## config.mk

```make
export PLATFORM = sky130hd
export DESIGN_NAME = trap_ctrl
export DESIGN_NICKNAME = d
export VERILOG_FILES = /design/src/rtl/trap_pkg.sv /design/src/rtl/trap_arbiter.sv /design/src/rtl/trap_vec_table.sv /design/src/rtl/trap_timer.sv /design/src/rtl/trap_ctrl.sv
export SDC_FILE = /design/constraint.sdc
export NUM_CORES = 1
export LEC_CHECK = 0
export BUFFER_PORTS_ARGS = -buffer_cell sky130_fd_sc_hd__buf_4
export CAP_MARGIN = 20
export CORE_MARGIN = 2
export CORE_UTILIZATION = 49
export DETAILED_ROUTE_END_ITERATION = 7
export GPL_TIMING_DRIVEN = 1
export PLACE_DENSITY = 0.76
export SLEW_MARGIN = 20
export SYNTH_ARGS = -nofsm -noshare
export SYNTH_HDL_FRONTEND = slang
export SYNTH_SLANG_ARGS = --single-unit
```

## constraint.sdc

```tcl
create_clock -name clk -period 10.8 [get_ports clk]
set_input_delay 1.08 -clock clk [delete_from_list [all_inputs] [get_ports clk]]
set_output_delay 1.08 -clock clk [all_outputs]
set_load 0.05 [all_outputs]
```

## src/rtl/trap_pkg.sv

```systemverilog
package trap_pkg;

    typedef enum logic {
        CFG_VECTOR = 1'b0,
        CFG_TIMER  = 1'b1
    } cfg_target_e;

    // width of an index able to name n sources (at least one bit)
    function automatic int idx_width(input int n);
        return (n <= 2) ? 1 : $clog2(n);
    endfunction

    // handler address that entry idx holds after reset
    function automatic longint unsigned reset_vector(input longint unsigned base,
                                                     input longint unsigned stride,
                                                     input int idx);
        return base + stride * longint'(idx);
    endfunction

endpackage

```

## src/rtl/trap_arbiter.sv

```systemverilog
module trap_arbiter #(
    parameter int N     = 6,
    parameter int IDX_W = 3
) (
    input  logic             clk,
    input  logic             rst,
    input  logic [N-1:0]     req,
    output logic             valid,
    output logic [IDX_W-1:0] idx,
    output logic [N-1:0]     grant
);

    // scan from the top down so the lowest requesting number is left in idx
    always_comb begin
        valid = |req;
        idx   = '0;
        for (int i = N - 1; i >= 0; i--) begin
            if (req[i]) idx = IDX_W'(i);
        end
        grant = valid ? (N'(1) << idx) : '0;
    end

    // a grant never passes over a lower pending source
    p_lowest_wins_r3: assert property (@(posedge clk) disable iff (rst)
        valid |-> ((req & (grant - N'(1))) == '0) && ((req & grant) != '0));

    p_single_grant_r3: assert property (@(posedge clk) disable iff (rst)
        $onehot0(grant));

endmodule

```

## src/rtl/trap_vec_table.sv

```systemverilog
module trap_vec_table #(
    parameter int          N      = 6,
    parameter int          IDX_W  = 3,
    parameter int          PC_W   = 32,
    parameter logic [63:0] BASE   = 64'h100,
    parameter logic [63:0] STRIDE = 64'h40
) (
    input  logic             clk,
    input  logic             rst,
    input  logic             we,
    input  logic [IDX_W-1:0] widx,
    input  logic [PC_W-1:0]  wdata,
    input  logic [IDX_W-1:0] ridx,
    output logic [PC_W-1:0]  rdata
);
    import trap_pkg::*;

    logic [PC_W-1:0] entry [N];

    always_ff @(posedge clk) begin
        for (int i = 0; i < N; i++) begin
            if (rst) begin
                entry[i] <= PC_W'(reset_vector(BASE, STRIDE, i));
            end else if (we && (widx == IDX_W'(i))) begin
                entry[i] <= wdata;
            end
        end
    end

    always_comb begin
        rdata = '0;
        for (int i = 0; i < N; i++) begin
            if (ridx == IDX_W'(i)) rdata = entry[i];
        end
    end

    // an entry read back unchanged unless a write addressed it
    p_entry_holds_r8: assert property (@(posedge clk) disable iff (rst)
        (!we || widx != ridx) |=> (ridx != $past(ridx)) || $stable(rdata));

endmodule

```

## src/rtl/trap_timer.sv

```systemverilog
module trap_timer #(
    parameter int TMR_W = 16
) (
    input  logic             clk,
    input  logic             rst,
    input  logic             load,
    input  logic [TMR_W-1:0] load_val,
    input  logic             ack,
    output logic             pending
);

    logic [TMR_W-1:0] remain;
    logic             armed;

    always_ff @(posedge clk) begin
        if (rst) begin
            remain  <= '0;
            armed   <= 1'b0;
            pending <= 1'b0;
        end else begin
            if (ack) pending <= 1'b0;
            if (load) begin
                remain  <= load_val;
                armed   <= (load_val != '0);
                pending <= 1'b0;
            end else if (armed) begin
                if (remain == TMR_W'(1)) begin
                    remain  <= '0;
                    armed   <= 1'b0;
                    pending <= 1'b1;
                end else begin
                    remain <= remain - TMR_W'(1);
                end
            end
        end
    end

    // the last count of an armed timer raises the request
    p_expiry_raises_r9: assert property (@(posedge clk) disable iff (rst)
        (armed && remain == TMR_W'(1) && !load) |=> pending);

    // a zero load leaves nothing pending
    p_zero_disarms_r9: assert property (@(posedge clk) disable iff (rst)
        (load && load_val == '0) |=> !pending && !armed);

endmodule

```

## src/rtl/trap_ctrl.sv

```systemverilog
module trap_ctrl #(
    parameter int          NUM_HW     = 4,
    parameter int          PC_W       = 32,
    parameter int          TMR_W      = 16,
    parameter logic [63:0] VEC_BASE   = 64'h100,
    parameter logic [63:0] VEC_STRIDE = 64'h40,
    parameter int          INSN_BYTES = 4,
    parameter int          NSRC       = NUM_HW + 2,
    parameter int          IDX_W      = trap_pkg::idx_width(NSRC)
) (
    input  logic              clk,
    input  logic              rst,
    input  logic [NUM_HW-1:0] irq_lines,
    input  logic              issue_valid,
    input  logic [PC_W-1:0]   issue_pc,
    input  logic              syscall_op,
    input  logic              ret_op,
    input  logic              drop_priv,
    input  logic              cfg_we,
    input  logic              cfg_sel,
    input  logic [IDX_W-1:0]  cfg_idx,
    input  logic [PC_W-1:0]   cfg_wdata,
    output logic              redirect,
    output logic [PC_W-1:0]   redirect_pc,
    output logic [IDX_W-1:0]  cause,
    output logic              supervisor,
    output logic              in_handler,
    output logic              priv_fault
);
    import trap_pkg::*;

    localparam int TIMER_SRC = 0;
    localparam int SYS_SRC   = NUM_HW + 1;

    cfg_target_e       cfg_target;
    logic [NSRC-1:0]   req_vec;
    logic [NSRC-1:0]   grant;
    logic              arb_valid;
    logic [IDX_W-1:0]  arb_idx;
    logic [PC_W-1:0]   handler_pc;
    logic              tmr_pending;
    logic              take, do_ret, do_drop, cfg_ok;
    logic [PC_W-1:0]   resume_q;
    logic              prior_mode_q;

    assign cfg_target = cfg_target_e'(cfg_sel);
    assign req_vec    = {syscall_op & issue_valid, irq_lines, tmr_pending};

    trap_arbiter #(.N(NSRC), .IDX_W(IDX_W)) u_arb (
        .clk   (clk),
        .rst   (rst),
        .req   (req_vec),
        .valid (arb_valid),
        .idx   (arb_idx),
        .grant (grant)
    );

    trap_vec_table #(
        .N(NSRC), .IDX_W(IDX_W), .PC_W(PC_W), .BASE(VEC_BASE), .STRIDE(VEC_STRIDE)
    ) u_vec (
        .clk   (clk),
        .rst   (rst),
        .we    (cfg_ok && cfg_target == CFG_VECTOR),
        .widx  (cfg_idx),
        .wdata (cfg_wdata),
        .ridx  (arb_idx),
        .rdata (handler_pc)
    );

    trap_timer #(.TMR_W(TMR_W)) u_tmr (
        .clk      (clk),
        .rst      (rst),
        .load     (cfg_ok && cfg_target == CFG_TIMER),
        .load_val (cfg_wdata[TMR_W-1:0]),
        .ack      (take && grant[TIMER_SRC]),
        .pending  (tmr_pending)
    );

    always_comb begin
        take    = issue_valid && !in_handler && arb_valid;
        do_ret  = issue_valid && ret_op && in_handler;
        do_drop = issue_valid && drop_priv && supervisor && !in_handler && !take;
        cfg_ok  = cfg_we && supervisor;
    end

    always_ff @(posedge clk) begin
        if (rst) begin
            supervisor   <= 1'b1;
            prior_mode_q <= 1'b1;
            in_handler   <= 1'b0;
            redirect     <= 1'b0;
            redirect_pc  <= '0;
            cause        <= '0;
            resume_q     <= '0;
            priv_fault   <= 1'b0;
        end else begin
            redirect   <= take || do_ret;
            priv_fault <= cfg_we && !supervisor;
            if (take) begin
                resume_q     <= grant[SYS_SRC] ? issue_pc + PC_W'(INSN_BYTES) : issue_pc;
                prior_mode_q <= supervisor;
                supervisor   <= 1'b1;
                in_handler   <= 1'b1;
                redirect_pc  <= handler_pc;
                cause        <= arb_idx;
            end else if (do_ret) begin
                redirect_pc <= resume_q;
                supervisor  <= prior_mode_q;
                in_handler  <= 1'b0;
            end else if (do_drop) begin
                supervisor <= 1'b0;
            end
        end
    end

    // the mode bit climbs only through a trap
    p_sup_only_by_trap_r7: assert property (@(posedge clk) disable iff (rst)
        $rose(supervisor) |-> $past(take));

    p_drop_to_user_r7: assert property (@(posedge clk) disable iff (rst)
        do_drop |=> !supervisor);

    // a taken trap enters supervisor and masks further requests
    p_take_enters_r2: assert property (@(posedge clk) disable iff (rst)
        take |=> redirect && supervisor && in_handler);

    p_masked_r5: assert property (@(posedge clk) disable iff (rst)
        (in_handler && !do_ret) |=> in_handler && !redirect);

    // return leaves the handler
    p_ret_leaves_r6: assert property (@(posedge clk) disable iff (rst)
        do_ret |=> redirect && !in_handler);

    // refused configuration write flags a fault
    p_user_cfg_fault_r8: assert property (@(posedge clk) disable iff (rst)
        (cfg_we && !supervisor) |=> priv_fault);

endmodule

```

# Yosys cells after proc, flatten, opt, wreduce, memory -nomap -nowiden
# Memory sizes are Yosys's and may differ from the RTL's.
# Cells that the tools add are included.
dict set report classes {
  n_reduce_logical 32
  mux 55
  n_eq_ne 11
  n_bitwise 8
  shift 1
  add_sub_neg 2
}
# op n
set op_table {}
lappend op_table {{32-bit 2-to-1 mux} 15}
lappend op_table {{16-bit 2-to-1 mux} 3}
lappend op_table {{32-bit by 3-bit adder with 32-bit output, second input constant} 1}
lappend op_table {{1-bit 2-to-1 mux} 30}
lappend op_table {{1-bit logical AND} 19}
lappend op_table {{3-bit 2-to-1 mux} 6}
lappend op_table {{16-bit by 1-bit equality test with 1-bit output, second input constant} 1}
lappend op_table {{16-bit nonzero test} 1}
lappend op_table {{16-bit by 1-bit subtractor with 16-bit output, second input constant} 1}
lappend op_table {{3-bit by 2-bit equality test with 1-bit output, second input constant} 4}
lappend op_table {{3-bit equality test, second input constant} 4}
lappend op_table {{3-bit by 1-bit equality test with 1-bit output, second input constant} 2}
lappend op_table {{3-bit logical NOT} 2}
lappend op_table {{6-bit 2-to-1 mux} 1}
lappend op_table {{1-bit OR} 6}
lappend op_table {{2-bit nonzero test} 3}
lappend op_table {{6-bit OR reduction} 1}
lappend op_table {{1-bit by 3-bit left shift with 6-bit output, first input constant} 1}
lappend op_table {{2-bit OR reduction} 2}
lappend op_table {{1-bit logical NOT} 3}
lappend op_table {{1-bit bitwise AND} 1}
lappend op_table {{1-bit logical OR} 1}
lappend op_table {{1-bit NOT} 1}
dict set report totals {
  word_cells 121
  n_memories 1
  ff_bits 90
  out_inout_bits 39
  in_bits 79
  mem_bits_rw 192
}
# memory words word_bits read_ports rd_ports_with_merged_regs wr line
set memory_table {}
lappend memory_table {u_vec.entry 6 32 6 0 6 trap_vec_table.sv:18} ;# logic [PC_W-1:0] entry [N];

# Logic depth before layout (Yosys ltp)
# Gate-level depths: netlist (run 1).
dict set report logic_depth {
  depth_word 15
  depth_mapped 8
}

# Hierarchy
# From an unflattened synthesis (run 1), not the netlist that was laid out.
dict set report hier_totals {
  hier_cells 1159
  area_unflattened_um2 13302.8
}
# mod area_each_um2 cells_per_inst n_inst seq_area_each_um2
set modules_own_cells {}
lappend modules_own_cells {trap_vec_table 8667.1 624 1 5765.5}
lappend modules_own_cells {trap_ctrl 3420.8 385 1 1441.4}
lappend modules_own_cells {trap_timer 1104.8 133 1 360.3}
lappend modules_own_cells {trap_arbiter 110.1 17 1 0.0}

# Worst setup path after synthesis (run 1)
# OpenSTA, ideal clock, no wires.
dict set report synth_timing {
  path_kind {in2reg}
  from {input cfg_idx[0]}
  to {memory u_vec.entry[3][0] (netlist: u_vec.entry[1][32]), enable pin}
  setup_slack_ps 6553
  cell_stages 3
  setup_time_ps 466
  n_path_buf 1
  arrival_time_ps 3781
  required_time_ps 10334
  cell_sequence {clkbuf_1 > nand2_1 > o21ai_0}
}
# item line
set synth_rtl {}
lappend synth_rtl {{start, declared} trap_ctrl.sv:21} ;# input logic [IDX_W-1:0] cfg_idx,
lappend synth_rtl {{end, declared} trap_vec_table.sv:18}

# Worst setup path after layout (run 1)
dict set report layout_timing {
  from {input irq_lines[0]}
  to {register redirect_pc[5]}
}
dict set report layout_via {
  elab_chain_len 10
  elab_cells_between_ends 18
  classes_between {5 x eq/ne; 9 x mux; 4 x reduce/logical}
}
# item line
set layout_rtl {}
lappend layout_rtl {{start, declared} trap_ctrl.sv:13} ;# input logic [NUM_HW-1:0] irq_lines,
lappend layout_rtl {{3-bit 2-to-1 mux (2 in a row)} trap_arbiter.sv:18} ;# if (req[i]) idx = IDX_W'(i);
lappend layout_rtl {{3-bit logical NOT} trap_vec_table.sv:33} ;# if (ridx == IDX_W'(i)) rdata = entry[i];
lappend layout_rtl {{32-bit 2-to-1 mux (6 in a row)} trap_vec_table.sv:33}
lappend layout_rtl {{32-bit 2-to-1 mux} trap_ctrl.sv:99} ;# if (take) begin
lappend layout_rtl {{end signal, assigned} trap_ctrl.sv:104} ;# redirect_pc <= handler_pc;
lappend layout_rtl {{end signal, assigned} trap_ctrl.sv:107} ;# redirect_pc <= resume_q;
lappend layout_rtl {{end, declared} trap_ctrl.sv:24} ;# output logic [PC_W-1:0] redirect_pc,
# Several ways; a longest one is shown, not always the timed one.
# A chain may end at the register's enable or synchronous reset.

==> results of run 1 <==
-- cell usage after synthesis (3+ instances only) --
| master | instances |
|---|---|
| a2111oi_0 | 16 |
| a211oi_1 | 21 |
| a211oi_2 | 4 |
| a21o_1 | 15 |
| a21oi_1 | 73 |
| a221oi_1 | 30 |
| a22oi_1 | 21 |
| a31o_2 | 4 |
| a31oi_1 | 20 |
| and2_1 | 188 |
| and3_1 | 12 |
| and4_1 | 3 |
| buf_2 | 5 |
| buf_6 | 4 |
| clkbuf_1 | 83 |
| dfxtp_1 | 90 |
| edfxtp_1 | 192 |
| ha_1 | 3 |
| inv_1 | 34 |
| nand2_1 | 112 |
| nand2b_1 | 11 |
| nand3_1 | 19 |
| nand3b_1 | 3 |
| nand4_1 | 8 |
| nor2_1 | 114 |
| nor2b_1 | 5 |
| nor3_1 | 15 |
| nor3_2 | 5 |
| nor4_1 | 18 |
| nor4_4 | 5 |
| o211ai_1 | 9 |
| o21ai_0 | 74 |
| o21ai_1 | 4 |
| o221a_2 | 7 |
| o22ai_1 | 25 |
| o31ai_1 | 3 |
| o32ai_1 | 3 |
| or3_1 | 7 |
| xnor2_1 | 28 |
| xor2_1 | 12 |
-- flip-flops by register name (all words and copies together) (netlist names), 3 cells and up --
register,flops
u_vec.entry,192
redirect_pc,32
resume_q,32
u_tmr.remain,16
cause,3
-- worst register-to-register path: stages (launching register included) --
cell	delay, ns
dfxtp_1	0.30
buf_4	0.28
or4_4	0.95
o21ai_0	0.93
nand2_1	0.12
buf_4	0.29
o221a_2	0.35
-- cell type report --
cell class | instances | area (µm²) | area share (%)
clock inverter | 15 | 133 | 0.837
timing repair buffer | 135 | 1010 | 6.40
clock buffer | 41 | 853 | 5.39
tap | 378 | 473 | 2.99
inverter | 35 | 131 | 0.830
multi-input combinational | 924 | 5670 | 35.8
sequential | 282 | 7570 | 47.8
-- power by group --
part           switching (mW)  leakage [nW]  internal, mW
sequential             0.0377          2.71          1.21
combinational           0.231          2.72         0.114
clock                   0.425         0.493         0.600
-- cell families after synthesis --
family / share of synthesized area [%]
AO/OA/AOI/OAI: 16.2
XOR/XNOR: 2.56
adder cells (fa/ha/maj): 0.275
buffers and inverters: 3.81
flip-flops: 55.3
multiplexers: 0.0823
AND/OR/NAND/NOR: 21.8
-- final timing paths --
check / from / endpoint / slack, ns / cells past startpoint
setup / recovery: irq_lines[0] / redirect_pc[5] / 7.34 / 7
hold / removal: resume_q[0] / resume_q[0] / 0.46 / 2
setup reg to reg: u_tmr.pending / redirect_pc[23] / 7.48 / 6
hold reg to reg: resume_q[0] / resume_q[0] / 0.46 / 2
-- through the flow --
stage | hold slack (ns) | worst slack, ns
final | 0.458 | 7.34
after global routing | 0.483 | 7.14
after CTS | 0.461 | 7.43
after detailed placement | 0.451 | 6.88
after global placement | 0.442 | 6.97
after floorplan | 0.422 | 6.55
-- placed cells by master, fill, tap and decap left out, types with 4 or more instances in the layout --
cell type,n
and3_1,12
o21ai_0,73
a31o_2,4
o221a_2,7
nor4_1,17
nor3_1,12
clkbuf_1,6
a211oi_1,21
nand2b_1,11
o22ai_1,25
buf_4,135
a221oi_1,30
nand3_1,19
or3_1,7
clkinv_2,10
xnor2_1,28
a31oi_1,20
clkbuf_8,4
edfxtp_1,192
a2111oi_0,16
clkbuf_16,31
xor2_1,12
nor4_4,5
a211oi_2,4
nor2b_1,4
o21ai_1,4
dfxtp_1,90
and2_1,188
a21oi_1,71
nor2_1,114
a22oi_1,21
a21o_1,15
nor3_2,8
inv_1,34
nand4_1,8
nand2_1,112
o211ai_1,9
-- per-layer routing --
metal | wire length (µm) | GRT usage [%] | up-vias
met5 | 0 | 0 | -
met4 | 1880 | 13.1 | 0
met3 | 3100 | 3.89 | 106
met2 | 19000 | 44.0 | 567
met1 | 16100 | 35.6 | 5343
li1 | - | - | 4996
==> summary.txt, run 1 <==
Run status
  • Status: completed

Cells and area
  • Area delta synth->final: 15.8%
  • Filler cells: 2365
  • Non-filler cells, final: 1810
  • Final Net Count: 1490
  • Final Cell Area: 0.0158 mm²
  • Fraction of layout cells with a size suffix above 1: 16.2%
  • Final Util: 57.3%
  • Antenna Cells: 0

Clock tree
  • Postcts setup bufs: 0
  • CTS tree: yes
  • CTS buffer count: 30
  • CTS sink count: 282
  • Hold_buf cts: 0
  • Clock Pin Slew Worst Setup and Hold Paths: 0.06 ns
  • Root Driver: clkbuf_16
  • CTS max path bufs: 3
  • CTS H-tree lvls: 1
  • Post-cts resize count: 0
  • Clk_lat worst skew: 0.56 ns

Synthesis
  • Count of cell types in the netlist: 63
  • Post-synth EDFFs: 192
  • Synth area leader: edfxtp_1
  • Syn Nets: 1417
  • Synth Cell Area: 0.0137 mm²
  • #FFs+latches synth: 282
  • Synthesized area per cell: 10.2 µm²
  • Top cell type's share of synthesized area: 42.2%
  • Post-Syn Instances: 1335
  • Synth Flop Type: edfxtp_1
  • Asr flop ratio synth: 0%
  • Synthesis warning total: 0
  • Top post-synthesis cells by area: edfxtp_1 42%, dfxtp_1 13%, and2_1 8.6%, nor2_1 3.1%, nand2_1 3.1%
  • Post-synthesis sequential area ratio: 55.3%

Power
  • Design Power: 2.62 mW
  • Pwr dens: 165 mW/mm²
  • Peak VDD IR: 0.115 mV
  • P_leak: 5.93 nW

Routing
  • First-iteration detailed-routing DRC count: 1417
  • Drt pass-1 iters: 5
  • DR WL/cell: 22.1 µm
  • DRC: 0
  • Routed Antenna Nets: 0
  • Drt total wl: 40100 µm
  • Detailed-route vias per instance: 6.08
  • Vias: 11000

Critical path
  • Slowest-stage cell, CP: or4_4
  • Crit path max-delay family: compound AO/OA/AOI/OAI gates
  • Crit path required time: 11.21 ns
  • Endpoint type of the worst setup path: flip-flop
  • Crit Path Max Fanout: 54
  • Critical Path AT: 3.87 ns
  • Critical Path Most Common Cell: buf_4
  • Nature of the critical path startpoint: primary input
  • Crit path cell chain: buf_4 > or4_4 > o21ai_0 > nand2_1 > buf_4 > nor2_1 > a2111oi_0
  • Buffers plus inverters on the worst setup path: 2
  • Worst stage delay on the critical path: 0.65 ns
  • WS Path Type: primary input to flip-flop

STA
  • Final min period: 3.46 ns
  • Final TNS setup: 0 ns
  • Setup violators final: 0
  • Peak Freq: 0.289 GHz
  • Clock skew: 0.00915 ns
  • Final period utilization: 32.0%
  • Headroom to the max-slew limit: 26.7%
  • Max-slew violation count: 0
  • RSZ-0062 raised after global routing: no
  • Fin. Hold Viols: 0
  • Worst-margin pin slew: 1.10 ns

Global routing
  • First-pass GRT wire length: 60200 µm
  • Largest net degree at the start of global routing: 75
  • All-Layer GR Usage: 27.0%
  • Grt total ovfl: 0
  • Antenna violations before repair: 0
  • Vias in the first global route: 10500

Place
  • DP HPWL: 25300 µm
  • Post-placement cell count: 1754
  • RePlAce Congestion: 0.880
  • PortBufs: 117
  • Post-place instance area: 0.0149 mm²

Floorplanning
  • # IOs: 118
  • Core area: 0.0276 mm²
  • Die height: 171 µm
  • Die area: 0.0293 mm²
  • Row cnt: 61
  • Initial Utilization: 49.5%
  • DIE WIDTH: 171 µm

Min path
  • Hold Path Class: flip-flop to flip-flop

Run
  • Max-cap violations: 0
Power figures use the tool's default switching activity.
==> inputs of run 2 (changes only) <==
==> constraint.sdc (replaced) <==
create_clock -name clk -period 3.5 [get_ports clk]
set_input_delay 0.35 -clock clk [delete_from_list [all_inputs] [get_ports clk]]
set_output_delay 0.35 -clock clk [all_outputs]
set_load 0.05 [all_outputs]
==> run 2 against run 1 <==
Compared with the run above: non-clock buffer count rose by 19; final cell count up 1.1%; highest routed layer unchanged; clock power grew to 3.1 times the previous value; largest power group unchanged; cell area is 0.79% higher; global-route usage rose by 0.28 points; sequential share of layout area decreased by 0.37 points; worst setup slack lost 6.6 ns.
==> summary.txt, run 2 (same netlist as run 1, synthesis figures left out) <==
Critical path
  • Crit path required time: 3.95 ns (was 11.21 ns)
  • Slowest-stage cell, CP: and2_1 (was or4_4)
  • Buffers plus inverters on the worst setup path: 1 (was 2)
  • WS Path Type: flip-flop to flip-flop (was primary input to flip-flop)
  • Levels on crit path: 5 (was 7)
  • Reg2reg path depth: 5 (was 6)
  • Worst stage delay on the critical path: 0.72 ns (was 0.65 ns)
  • Nature of the critical path startpoint: flip-flop (was primary input)
  • Crit path max-delay family: simple AND/OR/NAND/NOR gates (was compound AO/OA/AOI/OAI gates)
  • Crit path cell chain: buf_4 > nor4_2 > and2_1 > o22ai_1 > a2111oi_0 (was buf_4 > or4_4 > o21ai_0 > nand2_1 > buf_4 > nor2_1 > a2111oi_0)
  • Crit Path Max Fanout: 20 (was 54)
  • Critical Path AT: 3.19 ns (was 3.87 ns)
  • Endpoint type of the worst setup path: flip-flop (unchanged)

Cells and area
  • Area delta synth->final: 16.7% (was 15.8%)
  • Largest reg by FF count: u_vec.entry (unchanged)
  • Commonest cells after routing, fill and taps aside: 192 x edfxtp_1, 188 x and2_1, 153 x buf_4 (was 192 x edfxtp_1, 188 x and2_1, 135 x buf_4)
  • Final Util: 57.8% (was 57.3%)
  • Non-filler cells, final: 1830 (was 1810)
  • Most common cell after layout, fill and taps aside: edfxtp_1 (unchanged)
  • Fraction of layout cells with a size suffix above 1: 17.0% (was 16.2%)
  • Number of flip-flops in the largest register: 192 (unchanged)
  • Final Net Count: 1509 (was 1490)
  • Biggest regs: u_vec.entry (192), redirect_pc (32), resume_q (32) (unchanged)

Clock tree
  • Root Driver: clkbuf_16 (unchanged)
  • Clk_lat worst skew: 0.57 ns (was 0.56 ns)
  • Post-cts resize count: 0 (unchanged)
  • Hold_buf cts: 0 (unchanged)
  • Clock Pin Slew Worst Setup and Hold Paths: 0.06 ns (about the same)
  • Postcts setup bufs: 0 (unchanged)
  • CTS tree: yes (unchanged)
  • CTS max path bufs: 3 (unchanged)
  • CTS buffer count: 30 (unchanged)
  • CTS sink count: 282 (unchanged)
  • CTS H-tree lvls: 1 (unchanged)

Floorplanning
  • DIE WIDTH: 171 µm (unchanged)
  • Die height: 171 µm (unchanged)
  • Core area: 0.0276 mm² (unchanged)
  • Die area: 0.0293 mm² (unchanged)
  • Initial Utilization: 49.5% (unchanged)
  • Row cnt: 61 (unchanged)
  • # IOs: 118 (unchanged)

Min path
  • Hold Path Class: primary input to flip-flop (was flip-flop to flip-flop)
  • Worst hold path stage count: 3 (was 2)

Power
  • Design Power: 8.07 mW (was 2.62 mW)
  • P_leak: 6.01 nW (was 5.93 nW)
  • Peak VDD IR: 0.303 mV (was 0.115 mV)
  • Pwr dens: 505 mW/mm² (was 165 mW/mm²)

Global routing
  • All-Layer GR Usage: 27.3% (was 27.0%)
  • Antenna violations before repair: 1 (was 0)
  • Grt total ovfl: 0 (unchanged)
  • Vias in the first global route: 10600 (was 10500)
  • Largest net degree at the start of global routing: 57 (was 75)
  • First-pass GRT wire length: 60700 µm (was 60200 µm)

Run
  • Max-cap violations: 0 (unchanged)

STA
  • Setup violators final: 0 (unchanged)
  • Peak Freq: 0.365 GHz
  • RSZ-0062 raised after global routing: no (unchanged)
  • Clock skew: 0.0200 ns (was 0.00915 ns)
  • Final period utilization: 78.4%
  • Max-slew violation count: 0 (unchanged)
  • Fin. Hold Viols: 0 (unchanged)
  • Final TNS setup: 0 ns (unchanged)
  • Headroom to the max-slew limit: 29.4% (was 26.7%)
  • Final min period: 2.74 ns
  • Worst-margin pin slew: 1.06 ns (was 1.10 ns)

Run status
  • Status: completed (unchanged)

Routing
  • First-iteration detailed-routing DRC count: 1281 (was 1417)
  • Drt total wl: 40500 µm (was 40100 µm)
  • DRC: 0 (unchanged)
  • Detailed-route vias per instance: 6.09 (was 6.08)
  • Routed Antenna Nets: 0 (unchanged)
  • Vias: 11100 (was 11000)
  • Drt pass-1 iters: 7 (was 5)
  • DR WL/cell: 22.1 µm (about the same)

Place
  • PortBufs: 117 (unchanged)
  • RePlAce Congestion: 0.899 (was 0.880)
  • Post-placement cell count: 1773 (was 1754)
  • DP HPWL: 26500 µm (was 25300 µm)
-- run 2: final timing paths --
| kind | from | endpoint | slack (ns) |
|---|---|---|---|
| worst max register to register | u_tmr.pending | redirect_pc[27] | 0.76 |
| worst max-delay path | u_tmr.pending | redirect_pc[27] | 0.76 |
| worst min register to register | resume_q[27] | resume_q[27] | 0.46 |
| worst min-delay path | issue_pc[1] | resume_q[1] | 0.05 |
-- run 2: routing by layer --
layer	vias up	global-route usage [%]	wire (µm)	share of wire, %
met4	0	11.7	1630	4.0
met1	5374	35.8	15900	39
met3	103	4.33	3720	9.2
li1	5034	-	-	-
met2	631	45.1	19300	48
met5	-	0	0	0
-- run 2: worst register-to-register path, cell delays in order, from the launching register on --
cell       delay [ns]
dfxtp_1          0.33
buf_4            0.23
nor4_2           0.70
and2_1           0.72
o22ai_1          0.20
a2111oi_0        0.45
-- run 2: cell type report --
| type | instances | area [µm²] |
|---|---|---|
| Tap cell | 378 | 473 |
| Fill cell | 2321 | 11700 |
| Sequential cell | 282 | 7570 |
| Antenna cell | 1 | 2.50 |
| Clock buffer | 42 | 836 |
| Clock inverter | 14 | 134 |
| Timing Repair Buffer | 154 | 1170 |
| Multi-Input combinational cell | 924 | 5650 |
| Inverter | 35 | 131 |
-- run 2: power breakdown --
group	total [mW]	switching (mW)	internal (mW)	leakage (nW)
combinational	1.09	0.724	0.369	2.81
sequential	3.85	0.115	3.74	2.71
clock	3.12	1.31	1.81	0.484
total	8.07	2.15	5.92	6.01
-- run 2: metrics by stage --
step	worst slack, ns	cell area, µm²	hold slack, ns
2_1_floorplan	0.573	13700	0.422
3_3_place_gp	0.911	15000	0.438
3_5_place_dp	0.780	15000	0.447
4_1_cts	0.764	16000	0.0324
5_1_grt	0.671	16000	0.0462
6_report	0.757	16000	0.0454
==> inputs of run 3 (changes only) <==
==> constraint.sdc (replaced) <==
create_clock -name clk -period 2.54 [get_ports clk]
set_input_delay 0.254 -clock clk [delete_from_list [all_inputs] [get_ports clk]]
set_output_delay 0.254 -clock clk [all_outputs]
set_load 0.05 [all_outputs]
==> run 3 against run 2 <==
Compared with the run above: largest cell class unchanged; largest power group unchanged; non-clock buffer count is 34 higher; critical endpoint is now resume_q[23]; combinational power up 43%; global-route usage increased by 0.20 points; worst setup slack got worse by 0.58 ns; critical path type unchanged.
==> summary.txt, run 3 (same netlist as run 1, synthesis figures left out) <==
Run status
  • Status: completed (unchanged)

Floorplanning
  • Die height: 171 µm (unchanged)
  • Initial Utilization: 49.5% (unchanged)
  • DIE WIDTH: 171 µm (unchanged)
  • # IOs: 118 (unchanged)
  • Core area: 0.0276 mm² (unchanged)
  • Row cnt: 61 (unchanged)
  • Die area: 0.0293 mm² (unchanged)

Cells and area
  • Final Net Count: 1543 (was 1509)
  • Commonest cells after routing, fill and taps aside: 192 x edfxtp_1, 188 x and2_1, 168 x buf_4 (was 192 x edfxtp_1, 188 x and2_1, 153 x buf_4)
  • Antenna Cells: 0 (was 1)
  • Filler cells: 2297 (was 2321)
  • Most common cell after layout, fill and taps aside: edfxtp_1 (unchanged)
  • Final Cell Area: 0.0163 mm² (was 0.0160 mm²)
  • Area delta synth->final: 19.2% (was 16.7%)
  • Fraction of layout cells with a size suffix above 1: 17.7% (was 17.0%)
  • Non-filler cells, final: 1863 (was 1830)
  • Number of flip-flops in the largest register: 192 (unchanged)
  • Final Util: 59.0% (was 57.8%)
  • Largest reg by FF count: u_vec.entry (unchanged)
  • Biggest regs: u_vec.entry (192), redirect_pc (32), resume_q (32) (unchanged)

STA
  • Final period utilization: 93.1% (was 78.4%)
  • Headroom to the max-slew limit: 48.1% (was 29.4%)
  • Fin. Hold Viols: 0 (unchanged)
  • Hold WS: 0.0129 ns (was 0.0454 ns)
  • Final TNS setup: 0 ns (unchanged)
  • Post-route setup slack: 0.176 ns (was 0.757 ns)
  • RSZ-0062 raised after global routing: no (unchanged)
  • Setup violators final: 0 (unchanged)
  • Max-slew violation count: 0 (unchanged)
  • Peak Freq: 0.423 GHz (was 0.365 GHz)
  • Worst-margin pin slew: 0.773 ns (was 1.06 ns)
  • Final min period: 2.36 ns (was 2.74 ns)
  • Clock skew: 0.00923 ns (was 0.0200 ns)

Critical path
  • WS Path Type: flip-flop to flip-flop (unchanged)
  • Crit path cell chain: or4_4 > or3_4 > nor4_2 > xnor2_1 > a211oi_1 (was buf_4 > nor4_2 > and2_1 > o22ai_1 > a2111oi_0)
  • RR Endpoint: resume_q[23] (was redirect_pc[27])
  • Crit path max-delay family: simple AND/OR/NAND/NOR gates (unchanged)
  • Crit Path Max Fanout: 14 (was 20)
  • Reg2Reg Launch Point: u_tmr.pending (unchanged)
  • Buffers plus inverters on the worst setup path: 0 (was 1)
  • Critical Path AT: 2.84 ns (was 3.19 ns)
  • Slowest-stage cell, CP: or4_4 (was and2_1)
  • Reg2reg path depth: 5 (unchanged)
  • Nature of the critical path startpoint: flip-flop (unchanged)
  • Crit path required time: 3.01 ns (was 3.95 ns)
  • Setup slack, reg-to-reg: 0.18 ns (was 0.76 ns)
  • Endpoint type of the worst setup path: flip-flop (unchanged)
  • Worst stage delay on the critical path: 0.68 ns (was 0.72 ns)

Routing
  • First-iteration detailed-routing DRC count: 1162 (was 1281)
  • Detailed-route vias per instance: 6.01 (was 6.09)
  • Routed Antenna Nets: 0 (unchanged)
  • Drt pass-1 iters: 5 (was 7)
  • DR WL/cell: 22.0 µm (was 22.1 µm)
  • Detail Route met3 WL: 3730 µm (was 3720 µm)
  • Vias: 11200 (was 11100)
  • Max Used Layer: met4 (unchanged)
  • Post-Route M1 WL: 16200 µm (was 15900 µm)
  • Routed length on met2: 19200 µm (was 19300 µm)
  • DRC: 0 (unchanged)
  • Drt total wl: 40900 µm (was 40500 µm)

Power
  • Switch Pwr: 2.91 mW (was 2.15 mW)
  • P_leak: 6.18 nW (was 6.01 nW)
  • Peak VDD IR: 0.499 mV (was 0.303 mV)
  • Switching part of the total power: 26.4% (was 26.7%)
  • Design Power: 11.0 mW (was 8.07 mW)
  • Comb power frac: 14.1% (was 13.5%)
  • Flop pwr share: 48.1% (was 47.8%)
  • Pwr dens: 677 mW/mm² (was 505 mW/mm²)
  • Clock share of power: 37.7% (was 38.7%)
  • Internal Pwr Total: 8.13 mW (was 5.92 mW)

Global routing
  • Vias in the first global route: 10700 (was 10600)
  • Grt total ovfl: 0 (unchanged)
  • Antenna violations before repair: 1 (unchanged)
  • All-Layer GR Usage: 27.5% (was 27.3%)
  • First-pass GRT wire length: 61200 µm (was 60700 µm)
  • Largest net degree at the start of global routing: 61 (was 57)

Clock tree
  • Clk_lat worst skew: 0.56 ns (was 0.57 ns)
  • Post-cts resize count: 0 (unchanged)
  • Root Driver: clkbuf_16 (unchanged)
  • CTS H-tree lvls: 1 (unchanged)
  • CTS buffer count: 30 (unchanged)
  • CTS tree: yes (unchanged)
  • CTS max path bufs: 3 (unchanged)
  • Clock Pin Slew Worst Setup and Hold Paths: 0.06 ns (about the same)
  • CTS sink count: 282 (unchanged)

Place
  • RePlAce Congestion: 0.886 (was 0.899)
  • Post-place instance area: 0.0152 mm² (was 0.0150 mm²)
  • PortBufs: 117 (unchanged)
  • Post-placement cell count: 1795 (was 1773)
  • Setup WS pre-CTS: 0.172 ns (was 0.780 ns)
  • DP HPWL: 26800 µm (was 26500 µm)

Min path
  • Worst hold path stage count: 3 (unchanged)
  • Hold Path Class: primary input to flip-flop (unchanged)
  • Hold Startpoint: issue_pc[30] (was issue_pc[1])
  • WHS Endpoint: resume_q[31] (was resume_q[1])

Run
  • Max-cap violations: 0 (unchanged)
==> run 3: changes by cell type in the layout (fill, tap and decap cells not counted), sizes merged <==
| cell | before | now |
|---|---|---|
| diode | 1 | 0 |
| clkinv | 13 | 11 |
| dlygate4sd3 | 0 | 12 |
| bufinv | 2 | 1 |
| clkbuf | 42 | 45 |
| buf | 154 | 176 |
==> run 3: what timing repair did <==
action	CTS	global route
hold buffers	12	0
endpoints found under the hold margin	12	0
buffers inserted	0	0
==> run 3: power by group through the flow <==
stage	registers, mW	logic [mW]	clock network, mW
5_1_grt	5.33	1.67	4.36
6_report	5.31	1.56	4.17
2_1_floorplan	5.55	0.721	0
3_3_place_gp	5.40	1.49	0
3_5_place_dp	5.40	1.52	0
4_1_cts	5.31	1.54	4.20
==> run 3: layer usage <==
metal	vias to the layer above	GRT usage, %
met2	598	44.7
met3	114	4.35
met5	-	0
li1	5104	-
met4	0	12.5
met1	5381	36.4
==> run 3: worst max-delay path by stage <==
stage                  startpoint  cells after the start  slack (ns)           endpoint
global placement     irq_lines[2]                      6        0.27       resume_q[23]
detailed placement   irq_lines[2]                      6        0.17       resume_q[23]
floorplan              supervisor                      4       -0.39  u_vec.entry[1][0]
CTS                 u_tmr.pending                      5        0.19       resume_q[23]
global route        u_tmr.pending                      5         0.1       resume_q[23]
finish              u_tmr.pending                      5        0.18       resume_q[23]
==> run 3: area by class of cell <==
| class | instances | area, µm² | area share, % |
|---|---|---|---|
| Timing Repair Buffer | 188 | 1540 | 9.46 |
| Sequential cell | 282 | 7570 | 46.4 |
| Clock inverter | 11 | 75.1 | 0.461 |
| Clock buffer | 45 | 858 | 5.27 |
| Multi-Input combinational cell | 924 | 5650 | 34.7 |
| Tap cell | 378 | 473 | 2.90 |
| Inverter | 35 | 131 | 0.806 |
==> run 3: worst register-to-register path: cells and delay by family, from the launching register on <==
family	cells	cell delay (ns)
and+or+nand+nor	3	1.60
AOI/OAI and AO/OA	1	0.22
xor gates and xnor gates	1	0.12
DFF	1	0.35
